$ cat config.mk
export PLATFORM = sky130hd
export DESIGN_NAME = pme_out_ctrl
export DESIGN_NICKNAME = d
export VERILOG_FILES = /design/src/rtl/pme_pkg.sv /design/src/rtl/pme_ready_timer.sv /design/src/rtl/pme_event_core.sv /design/src/rtl/pme_pad_drive.sv /design/src/rtl/pme_out_ctrl.sv
export SDC_FILE = /design/constraint.sdc
export NUM_CORES = 1
export LEC_CHECK = 0
export ABC_AREA = 1
export BUFFER_PORTS_ARGS = -buffer_cell sky130_fd_sc_hd__buf_2
export CAP_MARGIN = 20
export CORE_AREA = 4 4 115 62
export CTS_BUF_LIST = sky130_fd_sc_hd__clkbuf_16
export CTS_CLUSTER_DIAMETER = 30
export DETAILED_ROUTE_END_ITERATION = 16
export DIE_AREA = 0 0 119 66
export PLACE_DENSITY = 0.6
export RECOVER_POWER = 50
export SLEW_MARGIN = 20
export SYNTH_ARGS = -nofsm -noshare
export SYNTH_HDL_FRONTEND = slang
export SYNTH_SLANG_ARGS = --single-unit
$ cat constraint.sdc
create_clock -name clk -period 3.25 [get_ports clk]
set_clock_uncertainty 0.1 [all_clocks]
set_input_delay 0.1625 -clock clk [delete_from_list [all_inputs] [get_ports clk]]
set_output_delay 0.1625 -clock clk [all_outputs]
set_load 0.02 [all_outputs]
$ cat src/rtl/pme_pkg.sv
package pme_pkg;
    localparam int BIT_READY = 0;
    localparam int BIT_EN    = 1;
    localparam int BIT_HIGH  = 2;
    localparam int BIT_LEVEL = 3;
    localparam int BIT_PP    = 4;
    localparam int BIT_STS   = 5;

    typedef struct packed {
        logic pin_en;
        logic active_high;
        logic level_mode;
        logic push_pull;
    } pme_cfg_t;
endpackage

$ cat src/rtl/pme_ready_timer.sv
module pme_ready_timer #(
    parameter int READY_DLY = 64
) (
    input  logic clk,
    input  logic rst_n,
    output logic ready
);
    localparam int CW = (READY_DLY < 2) ? 1 : $clog2(READY_DLY);
    localparam logic [CW-1:0] LAST = CW'(READY_DLY - 1);

    typedef struct packed {
        logic [CW-1:0] cnt;
        logic          rdy;
    } rt_state_t;

    rt_state_t st_d, st_q;

    always_comb begin
        st_d = st_q;
        if (!st_q.rdy) begin
            if (st_q.cnt == LAST) st_d.rdy = 1'b1;
            else                  st_d.cnt = st_q.cnt + 1'b1;
        end
    end

    always_ff @(posedge clk or negedge rst_n) begin
        if (!rst_n) st_q <= '0;
        else        st_q <= st_d;
    end

    assign ready = st_q.rdy;
endmodule

$ cat src/rtl/pme_event_core.sv
module pme_event_core #(
    parameter int PULSE_CYC = 2500000
) (
    input  logic clk,
    input  logic rst_n,
    input  logic wake_evt,
    input  logic clr_req,
    input  logic pin_en,
    input  logic level_mode,
    output logic sts,
    output logic assert_o
);
    localparam int TW = (PULSE_CYC < 2) ? 1 : $clog2(PULSE_CYC);
    localparam logic [TW-1:0] LOAD = TW'(PULSE_CYC - 1);

    typedef struct packed {
        logic          sts;
        logic          sts_prev;
        logic          run;
        logic [TW-1:0] left;
    } ev_state_t;

    ev_state_t st_d, st_q;
    logic      rise;

    always_comb begin
        st_d          = st_q;
        rise          = st_q.sts && !st_q.sts_prev;
        st_d.sts      = wake_evt || (st_q.sts && !clr_req);
        st_d.sts_prev = st_q.sts;
        if (!st_q.sts) begin
            st_d.run  = 1'b0;
            st_d.left = '0;
        end else if (rise && !st_q.run) begin
            st_d.run  = 1'b1;
            st_d.left = LOAD;
        end else if (st_q.run) begin
            if (st_q.left == '0) st_d.run  = 1'b0;
            else                 st_d.left = st_q.left - 1'b1;
        end
    end

    always_ff @(posedge clk or negedge rst_n) begin
        if (!rst_n) st_q <= '0;
        else        st_q <= st_d;
    end

    assign sts      = st_q.sts;
    assign assert_o = pin_en && st_q.sts && (level_mode || st_q.run);
endmodule

$ cat src/rtl/pme_pad_drive.sv
module pme_pad_drive (
    input  logic assert_i,
    input  logic push_pull,
    input  logic active_high,
    output logic pad_o,
    output logic pad_oe
);
    always_comb begin
        if (push_pull) begin
            pad_oe = 1'b1;
            pad_o  = active_high ? assert_i : !assert_i;
        end else begin
            pad_oe = assert_i;
            pad_o  = 1'b0;
        end
    end
endmodule

$ cat src/rtl/pme_out_ctrl.sv
module pme_out_ctrl
    import pme_pkg::*;
#(
    parameter int REG_W     = 32,
    parameter int READY_DLY = 64,
    parameter int PULSE_CYC = 2500000
) (
    input  logic             clk,
    input  logic             rst_n,
    input  logic             wake_evt,
    input  logic             reg_wr_en,
    input  logic [REG_W-1:0] reg_wr_data,
    output logic [REG_W-1:0] reg_rd_data,
    output logic             pme_o,
    output logic             pme_oe
);
    pme_cfg_t cfg_d, cfg_q;
    logic     ready, wr_ok, clr_req, sts, active;
    logic     unused_wdata;

    assign unused_wdata = ^{reg_wr_data[REG_W-1:BIT_STS+1], reg_wr_data[BIT_READY]};

    pme_ready_timer #(.READY_DLY(READY_DLY)) u_ready (
        .clk   (clk),
        .rst_n (rst_n),
        .ready (ready)
    );

    always_comb begin
        wr_ok   = reg_wr_en && ready;
        clr_req = wr_ok && reg_wr_data[BIT_STS];
        cfg_d   = cfg_q;
        if (wr_ok) begin
            cfg_d.pin_en      = reg_wr_data[BIT_EN];
            cfg_d.active_high = reg_wr_data[BIT_HIGH];
            cfg_d.level_mode  = reg_wr_data[BIT_LEVEL];
            cfg_d.push_pull   = reg_wr_data[BIT_PP];
        end
    end

    always_ff @(posedge clk or negedge rst_n) begin
        if (!rst_n) cfg_q <= '0;
        else        cfg_q <= cfg_d;
    end

    pme_event_core #(.PULSE_CYC(PULSE_CYC)) u_core (
        .clk        (clk),
        .rst_n      (rst_n),
        .wake_evt   (wake_evt),
        .clr_req    (clr_req),
        .pin_en     (cfg_q.pin_en),
        .level_mode (cfg_q.level_mode),
        .sts        (sts),
        .assert_o   (active)
    );

    pme_pad_drive u_pad (
        .assert_i    (active),
        .push_pull   (cfg_q.push_pull),
        .active_high (cfg_q.active_high),
        .pad_o       (pme_o),
        .pad_oe      (pme_oe)
    );

    always_comb begin
        reg_rd_data            = '0;
        reg_rd_data[BIT_READY] = ready;
        reg_rd_data[BIT_EN]    = cfg_q.pin_en;
        reg_rd_data[BIT_HIGH]  = cfg_q.active_high;
        reg_rd_data[BIT_LEVEL] = cfg_q.level_mode;
        reg_rd_data[BIT_PP]    = cfg_q.push_pull;
        reg_rd_data[BIT_STS]   = sts;
    end
endmodule

==> results of run 1 <==
==> layer usage <==
layer	share of wire (%)	vias to the layer above
met3	7.5	8
li1	-	986
met1	45	897
met2	46	70
met5	0	-
met4	1.3	0
==> kinds of logic after synthesis <==
family          count (synthesis)  synth area share (%)
compound gates                 28                  6.36
buf+inv                        64                  16.4
flops                          36                  37.9
fa+ha+maj                       2                  1.05
xor+xnor                        9                  3.31
simple gates                  177                  33.9
mux                             2                 0.947
other cells                     1                 0.158
==> sequential cells by signal, indices dropped and copies added, names as in the netlist <==
| signal | flops |
|---|---|
| u_core.st_q | 24 |
| u_ready.st_q | 6 |
| reg_rd_data | 4 |
| u_core.sts | 1 |
| u_ready.ready | 1 |
==> worst max path at each step <==
stage                               start                     endpoint  slack (ps)  cells past startpoint
5_1_grt        u_core.st_q[0]$_DFFE_PN0P_   u_core.st_q[7]$_DFFE_PN0P_        1100                      9
3_5_place_dp   u_core.st_q[0]$_DFFE_PN0P_   u_core.st_q[0]$_DFFE_PN0P_        1290                      9
6_report       u_core.st_q[0]$_DFFE_PN0P_   u_core.st_q[0]$_DFFE_PN0P_        1310                      9
3_3_place_gp   u_core.st_q[0]$_DFFE_PN0P_  u_core.st_q[17]$_DFFE_PN0P_        1340                      9
2_1_floorplan  u_core.st_q[0]$_DFFE_PN0P_   u_core.st_q[0]$_DFFE_PN0P_        1610                     10
4_1_cts        u_core.st_q[0]$_DFFE_PN0P_   u_core.st_q[0]$_DFFE_PN0P_        1270                      9
==> report_power, final <==
| part | switching (W) | leakage [nW] | internal (W) |
|---|---|---|---|
| Clock | 0.000189 | 0.0798 | 0.000360 |
| Sequential | 0.0000722 | 0.434 | 0.000506 |
| Combinational | 0.000259 | 0.785 | 0.000122 |
| Total | 0.000520 | 1.30 | 0.000988 |
==> worst max-delay path, delay by kind of cell (launching register included) <==
kind / cells / cell delay (ps)
and+or+nand+nor: 7 / 1100
DFF: 1 / 360
buffers and inverters: 1 / 80
adders and majority gates: 1 / 230
==> layout make-up <==
class                           instances  area, um^2
Clock buffer                            5         125
Clock inverter                          3        42.5
Fill cell                             607        3470
Inverter                               23        86.3
Multi-Input combinational cell        244        1180
Sequential cell                        36         901
Tap cell                               88         110
Timing Repair Buffer                   20         109
==> placed cells by master (no fill, tap or decap), types with 2 or more instances in the layout <==
master / netlist / final
a21o_1: 3 / 3
a21oi_1: 7 / 7
buf_2: 2 / 11
buf_4: 33 / 2
clkbuf_1: 2 / 5
clkbuf_16: 0 / 5
conb_1: 1 / 26
dfrtp_1: 36 / 36
dlygate4sd3_1: 0 / 2
ha_1: 2 / 2
inv_1: 20 / 20
inv_2: 3 / 3
mux2_2: 2 / 2
nand2_1: 75 / 75
nand2_2: 2 / 2
nand3_1: 45 / 45
nand4_1: 4 / 4
nor2_1: 40 / 40
nor2_2: 3 / 3
o21ai_0: 11 / 11
o21ai_1: 6 / 6
or2_2: 2 / 2
xnor2_1: 5 / 5
xor2_1: 4 / 4
==> Yosys cell counts, types with 2 or more instances <==
cell      number  share of area, %
nand2_1       75                12
buf_4         33                10
xnor2_1        5               1.8
nand4_1        4               1.1
ha_1           2               1.1
nor2_1        40               6.3
inv_2          3              0.47
nand3_1       45               9.5
a21o_1         3              0.95
xor2_1         4               1.5
o21ai_1        6               1.3
buf_2          2              0.42
buf_6          3               1.4
or2_2          2              0.53
a21oi_1        7               1.5
nand2_2        2              0.53
nor2_2         3              0.79
dfrtp_1       36                38
inv_1         20               3.2
clkbuf_1       2              0.32
mux2_2         2              0.95
o21ai_0       11               2.3
==> through the flow <==
step	total power (W)	hold WS [ps]	setup slack (ps)	area (um^2)
3_5_place_dp	0.000962	213	1290	2370
2_1_floorplan	0.000910	-233	1610	2470
6_report	0.00151	18.3	1310	2560
5_1_grt	0.00161	11.2	1100	2560
4_1_cts	0.00152	14.9	1270	2560
3_3_place_gp	0.000951	205	1340	2370
==> flow_metrics.tcl, run 1 <==
set metrics [dict create \
    whs_path_depth 2 \
    ff2ff_setup_slack_ps 1310 \
    drive_above_1_share_pct 11.8 \
    synth_warnings 0 \
    r2r-end "u_core.st_q[0]$_DFFE_PN0P_" \
    cp_slowest_cell "nor2_4" \
    finalCritPeriodShare_pct 59.7 \
    min_path_type "input port to flip-flop" \
    syn_to_final_growth_pct 7.47 \
    report.final.slew_viol_count 0 \
    dp_hpwl_mm 3.36 \
    dp_cells 409 \
    maxCapViolations 0 \
    grt_pass1_vias 1846 \
    setup_viol 0 \
    grtUsageTotal_pct 13.0 \
    clock_path_buffers 2 \
    h-tree-depth 2 \
    antenna_found_initial 0 \
    ys_seq_area_share_pct 37.9 \
    p_leak_nw 1.30 \
    min_to "reg_rd_data[3]$_DFFE_PN0P_" \
    cts_tree "yes" \
    fmax_ghz 0.515 \
    grt.busiest_layer "met2" \
    start_util_pct 39.4 \
    arrival_ps 2060 \
    path_clk_slew_ps 60 \
    numCtsBuffers 5 \
    cts-resized-gates 0 \
    hold_buffers 2 \
    via_per_inst 4.68 \
    nets 368 \
    avgSynthCellArea_um2 7.46 \
    rsz0062_at_grt "no" \
    die_area_mm2 0.00785 \
    clk_latency_ps 280 \
    worstHoldStart "reg_wr_data[3]" \
    tns_ps 0 \
    fin_cells 419 \
    gp_congestion 0.908 \
    grt_pass1_wl_mm 8.36 \
    hold_viol_final 0 \
    endpoint_kind "flip-flop" \
    path_common_cell "nand2_1" \
    ys_seq_elements 36 \
    worstPathRequired_ps 3370 \
    worstSetupStartpointType "flip-flop" \
    antenna_cells 0 \
    synth-main-ff-cell "dfrtp_1" \
    die_x_um 119 \
    cts_root_buf "clkbuf_16" \
    core_area_mm2 0.00603 \
    row_count 20 \
    peakVddDrop_uv 354 \
    grt_max_degree 37 \
    wirelength_mm 4.86 \
    drt_iter0_markers 107 \
    critPathMaxFanout 23 \
    max_slew_margin_pct 45.3 \
    path_class "flip-flop to flip-flop" \
    grt_use_met1_pct 15.6 \
    cts_setup_buffers 0 \
    power_density_mw_per_mm2 590 \
    vias 1961 \
    utilization_pct 42.4 \
    synth_edf_count 0 \
    drtPass1Iterations 4 \
    crit_chain "inv_1 -> ha_1 -> nand2_2 -> nor2_8 -> nand4_4 -> nand2_4 -> nor2_4 -> nand2_1 -> nand2_1" \
    wl_per_cell_um 11.6 \
    mappedNetlistArea_mm2 0.00238 \
    grt_use_met2_pct 24.1 \
    cts.sinks 36 \
    synth-async-reset-ratio_pct 100 \
    worst_slew_pin_slew_ps 821 \
    portBuffers 16 \
    reg2reg_depth 9 \
    pin_count 70 \
    remaining_drc_errors 0 \
    status "finished, final reports clean" \
    slowest_delay_ps 390 \
    netlist_instances 319 \
    netlist-cell-type-count 31 \
    use_met3_pct 2.31 \
    r2r_start "u_core.st_q[0]$_DFFE_PN0P_" \
    dieHeight_um 66 \
    ant_nets 0 \
    grt_overflow 0 \
    fin_crit_ps 1940 \
]
Power figures use the tool's default switching activity.
==> run 2: changes to the inputs <==
==> constraint.sdc (replaced) <==
create_clock -name clk -period 1.97 [get_ports clk]
set_clock_uncertainty 0.1 [all_clocks]
set_input_delay 0.0985 -clock clk [delete_from_list [all_inputs] [get_ports clk]]
set_output_delay 0.0985 -clock clk [all_outputs]
set_load 0.02 [all_outputs]
==> flow_metrics.tcl, run 2 (same netlist as run 1, synthesis figures left out) <==
set metrics [dict create \
    gp_congestion 0.799 \
    remaining_drc_errors 0 \
    portBuffers 16 \
    met1_length_mm 2.36 \
    ff2ff_setup_slack_ps 150 \
    mostFrequentLayoutCell "nand2_1" \
    grt_pass1_vias 1960 \
    min_path_type "input port to flip-flop" \
    dp_cells 411 \
    ant_nets 0 \
    antenna_found_initial 0 \
    clk_latency_ps 280 \
    clock_path_buffers 2 \
    met3WireLength_um 200 \
    peakVddDrop_uv 445 \
    start_util_pct 39.4 \
    drtPass1Iterations 4 \
    max_slew_margin_pct 39.7 \
    vias 1977 \
    die_x_um 119 \
    worst_slew_pin_slew_ps 905 \
    grt_pass1_wl_mm 8.71 \
    cts.sinks 36 \
    rsz0062_at_grt "no" \
    via_per_inst 4.61 \
    grt_overflow 0 \
    arrival_ps 1880 \
    core_area_mm2 0.00603 \
    dp_hpwl_mm 3.33 \
    worstPathRequired_ps 2030 \
    worstHoldStart "reg_wr_data[5]" \
    h-tree-depth 2 \
    drt_iter0_markers 138 \
    largest_reg_flops 24 \
    die_area_mm2 0.00785 \
    grt_max_degree 37 \
    finalCritPeriodShare_pct 92.3 \
    largest_register "u_core.st_q" \
    row_count 20 \
    path_class "flip-flop to flip-flop" \
    fmax_ghz 0.550 \
    pin_count 70 \
    fin_cells 429 \
    p_leak_nw 1.36 \
    setup_viol 0 \
    path_clk_slew_ps 60 \
    power_density_mw_per_mm2 950 \
    dieHeight_um 66 \
    wirelength_mm 4.88 \
    syn_to_final_growth_pct 12.6 \
    cts_root_buf "clkbuf_16" \
    numCtsBuffers 5 \
    wl_per_cell_um 11.4 \
    min_to "u_core.sts$_DFF_PN0_" \
    r2r_start "u_core.st_q[0]$_DFFE_PN0P_" \
    drive_above_1_share_pct 13.2 \
    hold_viol_final 0 \
    report.final.slew_viol_count 0 \
    antenna_cells 0 \
    hold_slack_ps 23.8 \
    top_layer_used "met4" \
    place_ws_ps 112 \
    whs_path_depth 3 \
    endpoint_kind "flip-flop" \
    cts_tree "yes" \
    status "finished, final reports clean" \
    critPathMaxFanout 16 \
    tns_ps 0 \
    nets 378 \
    grtUsageTotal_pct 13.4 \
    r2r-end "u_core.st_q[5]$_DFFE_PN0P_" \
    met2_length_mm 2.26 \
    worstSetupStartpointType "flip-flop" \
    maxCapViolations 0 \
    layout_common_cells "nand2_1, nand3_1, nor2_1, dfrtp_1, conb_1" \
    fin_crit_ps 1820 \
    reg2reg_depth 10 \
    setup_ws_ps 152 \
]
## run 2: stage by stage
step	util (%)	total power [W]	cell area (um^2)
final	44.4	0.00254	2680
after global routing	44.4	0.00273	2680
after CTS	43.6	0.00254	2630
after detailed placement	39.8	0.00161	2400
after global placement	39.8	0.00160	2400
after floorplan	-	0.00150	2470
## run 2: power by group
group / internal [W] / switching [W] / total, W
clock: 0.000594 / 0.000317 / 0.000911
combinational: 0.000245 / 0.000437 / 0.000682
sequential: 0.000835 / 0.000116 / 0.000950
## run 2: timing repair
item | CTS | global route
hold buffers | 6 | 0
setup buffers | 0 | 4
hold endpoints to repair | 41 | 0
gates resized for setup | 0 | 2
endpoints found under the setup margin | 0 | 21
## run 2: routing by layer
layer / vias up / GRT usage (%)
met2: 52 / 25.7
li1: 1004 / -
met1: 914 / 15.6
met4: 0 / 3.46
met3: 7 / 2.22
met5: - / 0
## run 2: how the worst max path moves through the flow
stage	start	end	slack [ps]	cells past startpoint
2_1_floorplan	u_core.st_q[0]$_DFFE_PN0P_	u_core.st_q[0]$_DFFE_PN0P_	330	10
3_3_place_gp	u_core.st_q[0]$_DFFE_PN0P_	u_core.st_q[17]$_DFFE_PN0P_	100	9
3_5_place_dp	u_core.st_q[0]$_DFFE_PN0P_	u_core.st_q[9]$_DFFE_PN0P_	110	9
4_1_cts	u_core.st_q[0]$_DFFE_PN0P_	u_core.st_q[5]$_DFFE_PN0P_	100	9
5_1_grt	u_core.st_q[0]$_DFFE_PN0P_	u_core.st_q[20]$_DFFE_PN0P_	2	10
6_report	u_core.st_q[0]$_DFFE_PN0P_	u_core.st_q[5]$_DFFE_PN0P_	150	10
## run 2: final cells by class
| type | instances | area, um^2 |
|---|---|---|
| clock buffer | 5 | 125 |
| multi-input combinational | 244 | 1190 |
| fill | 596 | 3350 |
| clock inverter | 3 | 42.5 |
| tap | 88 | 110 |
| sequential | 36 | 901 |
| inverter | 23 | 86.3 |
| timing repair buffer | 30 | 223 |
## run 2: worst max-delay path, stage by stage (launching register included)
cell and delay [ps]:
dfrtp_1 390, inv_1 100, ha_1 210, nand2_2 140, nor2_8 150, nand4_4 140
nand2_8 160, nor2_4 60, buf_12 140, nand2_1 60, nand2_1 50
==> run 3: changes to the inputs <==
--- a/config.mk
+++ b/config.mk
@@ -5,15 +5,14 @@
 export SDC_FILE = /design/constraint.sdc
 export NUM_CORES = 1
 export LEC_CHECK = 0
-export ABC_AREA = 1
-export BUFFER_PORTS_ARGS = -buffer_cell sky130_fd_sc_hd__buf_2
+export BUFFER_PORTS_ARGS = -buffer_cell sky130_fd_sc_hd__buf_4
 export CAP_MARGIN = 20
-export CORE_AREA = 4 4 115 62
+export CORE_AREA = 4 4 113 61
 export CTS_BUF_LIST = sky130_fd_sc_hd__clkbuf_16
 export CTS_CLUSTER_DIAMETER = 30
 export DETAILED_ROUTE_END_ITERATION = 16
-export DIE_AREA = 0 0 119 66
-export PLACE_DENSITY = 0.6
+export DIE_AREA = 0 0 117 65
+export PLACE_DENSITY = 0.58
 export RECOVER_POWER = 50
 export SLEW_MARGIN = 20
 export SYNTH_ARGS = -nofsm -noshare
==> flow_metrics.tcl, run 3 <==
set metrics [dict create \
    cp_slowest_cell "or4_4" \
    cts_root_buf "clkbuf_16" \
    maxCapViolations 0 \
    switchingPower_w 0.00107 \
    worstSetupStartpointType "flip-flop" \
    netlist-cell-type-count 46 \
    worstPathRequired_ps 2070 \
    via_per_inst 4.98 \
    endpoint_kind "flip-flop" \
    utilization_pct 52.9 \
    ys_seq_elements 36 \
    avgSynthCellArea_um2 9.34 \
    min_path_type "input port to flip-flop" \
    seq_power_share_pct 32.6 \
    die_area_mm2 0.00761 \
    portBuffers 16 \
    power_density_mw_per_mm2 960 \
    synth-async-reset-ratio_pct 100 \
    rsz0062_at_grt "yes" \
    drive_above_1_share_pct 42.3 \
    critPathBufInv 0 \
    fin_area_mm2 0.00312 \
    pin_count 70 \
    start_util_pct 36.9 \
    placed_cell_area_mm2 0.00266 \
    report.final.slew_viol_count 0 \
    row_count 20 \
    h-tree-depth 2 \
    synth-main-ff-cell "dfrtp_1" \
    yosysTopAreaCell "dfrtp_1" \
    clock_path_buffers 2 \
    syn_to_final_growth_pct 43.4 \
    yosys-top-cells-area "dfrtp_1, buf_4, xnor2_1, nand2_1, or4_1" \
    p_total_w 0.00300 \
    largest_register "u_core.st_q" \
    mostFrequentLayoutCell "buf_4" \
    grt_pass1_vias 1728 \
    ant_nets 0 \
    finalCritPeriodShare_pct 122 \
    numCtsBuffers 5 \
    path_common_cell "or4_4" \
    grt_overflow 0 \
    drt_iter0_markers 117 \
    vias 1901 \
    setup_ws_ps -435 \
    core_area_mm2 0.00591 \
    synth_edf_count 0 \
    grt_max_degree 37 \
    p_clk_share_pct 25.3 \
    gp_congestion 0.871 \
    wl_per_cell_um 15.9 \
    critPathMaxFanout 4 \
    crit_chain "or4_4 -> or4_4 -> nor4_4 -> mux2_4 -> a221oi_2" \
    path_clk_slew_ps 60 \
    slowest_delay_ps 570 \
    remaining_drc_errors 0 \
    yosysMostFrequentCell "dfrtp_1" \
    wirelength_mm 6.08 \
    layout_common_cells "buf_4, dfrtp_1, conb_1, nand2_1, nor3_1" \
    fin_crit_ps 2400 \
    power_switching_share_pct 35.6 \
    mappedNetlistArea_mm2 0.00218 \
    clk_latency_ps 290 \
    hold_viol_final 0 \
    synth_warnings 0 \
    largest_reg_flops 24 \
    status "complete, but fails checks" \
    combinationalPowerShare_pct 42.1 \
    p_leak_nw 1.39 \
    grt_pass1_wl_mm 9.03 \
    path_class "flip-flop to flip-flop" \
    cts_tree "yes" \
    die_x_um 117 \
    antenna_found_initial 0 \
    dp_hpwl_mm 4.28 \
    peakVddDrop_uv 461 \
    arrival_ps 2510 \
    drtPass1Iterations 4 \
    antenna_cells 0 \
    tns_ps -7570 \
    cts.sinks 36 \
    ys_seq_area_share_pct 41.4 \
    grtUsageTotal_pct 15.9 \
    crit_family "simple AND/OR/NAND/NOR gates" \
    synth.top_cells.by_count "dfrtp_1, buf_4, nand2_1" \
    netlist_instances 233 \
    p_int_w 0.00193 \
    worst_slew_pin_slew_ps 932 \
    violations "setup timing" \
    nets 343 \
    fmax_ghz 0.416 \
    synth_top_area_share_pct 41.4 \
    max_slew_margin_pct 37.9 \
    dieHeight_um 65 \
    setup_viol 23 \
]
-- run 3: cells by family (layout without fill, tap and decap cells) --
family | after synthesis | count (layout) | synth area share, %
buf+inv | 47 | 94 | 14.0
other cells | 1 | 26 | 0.172
flops | 36 | 36 | 41.4
fa+ha+maj | 2 | 2 | 1.15
compound gates | 40 | 40 | 12.2
simple gates | 89 | 89 | 23.1
xor+xnor | 12 | 12 | 4.83
mux | 6 | 6 | 3.10
-- run 3: final timing paths --
check | slack (ps) | to | depth (start not counted) | startpoint
setup / recovery | -430 | u_core.st_q[1]$_DFFE_PN0P_ | 5 | u_core.st_q[15]$_DFFE_PN0P_
hold / removal | 30 | u_core.sts$_DFF_PN0_ | 3 | reg_wr_data[5]
setup reg to reg | -430 | u_core.st_q[1]$_DFFE_PN0P_ | 5 | u_core.st_q[15]$_DFFE_PN0P_
hold reg to reg | 380 | u_ready.st_q[6]$_DFFE_PN0P_ | 1 | u_ready.st_q[6]$_DFFE_PN0P_
max in group asynchronous | 800 | u_core.st_q[12]$_DFFE_PN0P_ | 2 | rst_n
min in group asynchronous | 380 | u_core.st_q[20]$_DFFE_PN0P_ | 2 | rst_n
-- run 3: final cells by class --
class	instances	area (um^2)
fillers	537	2780
multi-input cells	175	1330
flip-flops and latches	36	901
repair buffers	81	643
clock buffers	5	125
well taps	77	96.3
inverters	6	22.5
clock inverters	2	7.51
-- run 3: power groups by stage --
stage / clock, W / sequential (W) / combinational [W]
CTS: 0.000761 / 0.000969 / 0.00111
global placement: 0 / 0.000974 / 0.00102
finish: 0.000757 / 0.000977 / 0.00126
detailed placement: 0 / 0.000976 / 0.00103
floorplan: 0 / 0.00101 / 0.000582
global route: 0.000806 / 0.000990 / 0.00137
-- run 3: through the flow --
| stage | cells | setup slack, ps | hold slack (ps) |
|---|---|---|---|
| 2_1_floorplan | 258 | -785 | -297 |
| 3_3_place_gp | 360 | -489 | -7.27 |
| 3_5_place_dp | 360 | -547 | -3.87 |
| 4_1_cts | 378 | -424 | 19.7 |
| 5_1_grt | 382 | -482 | 50.5 |
| 6_report | 382 | -435 | 27.1 |
-- run 3: timing repair --
item / CTS / global route
hold endpoints to repair: 41 / 0
buffers inserted: 5 / 4
setup endpoints to repair: 23 / 23
gates resized for setup: 20 / 25
pin swaps: 13 / 9
hold buffers: 6 / 0
-- run 3: worst register-to-register path: stages (launching register included) --
cell,delay [ps]
dfrtp_1,380
or4_4,540
or4_4,570
nor4_4,200
mux2_4,330
a221oi_2,200
-- run 3: per-layer routing --
layer	up-vias	global-route usage (%)	wire length, um
li1	919	-	-
met1	919	25.1	3190
met2	59	19.6	2400
met3	4	6.34	462
met4	0	3.00	29
met5	-	0	0
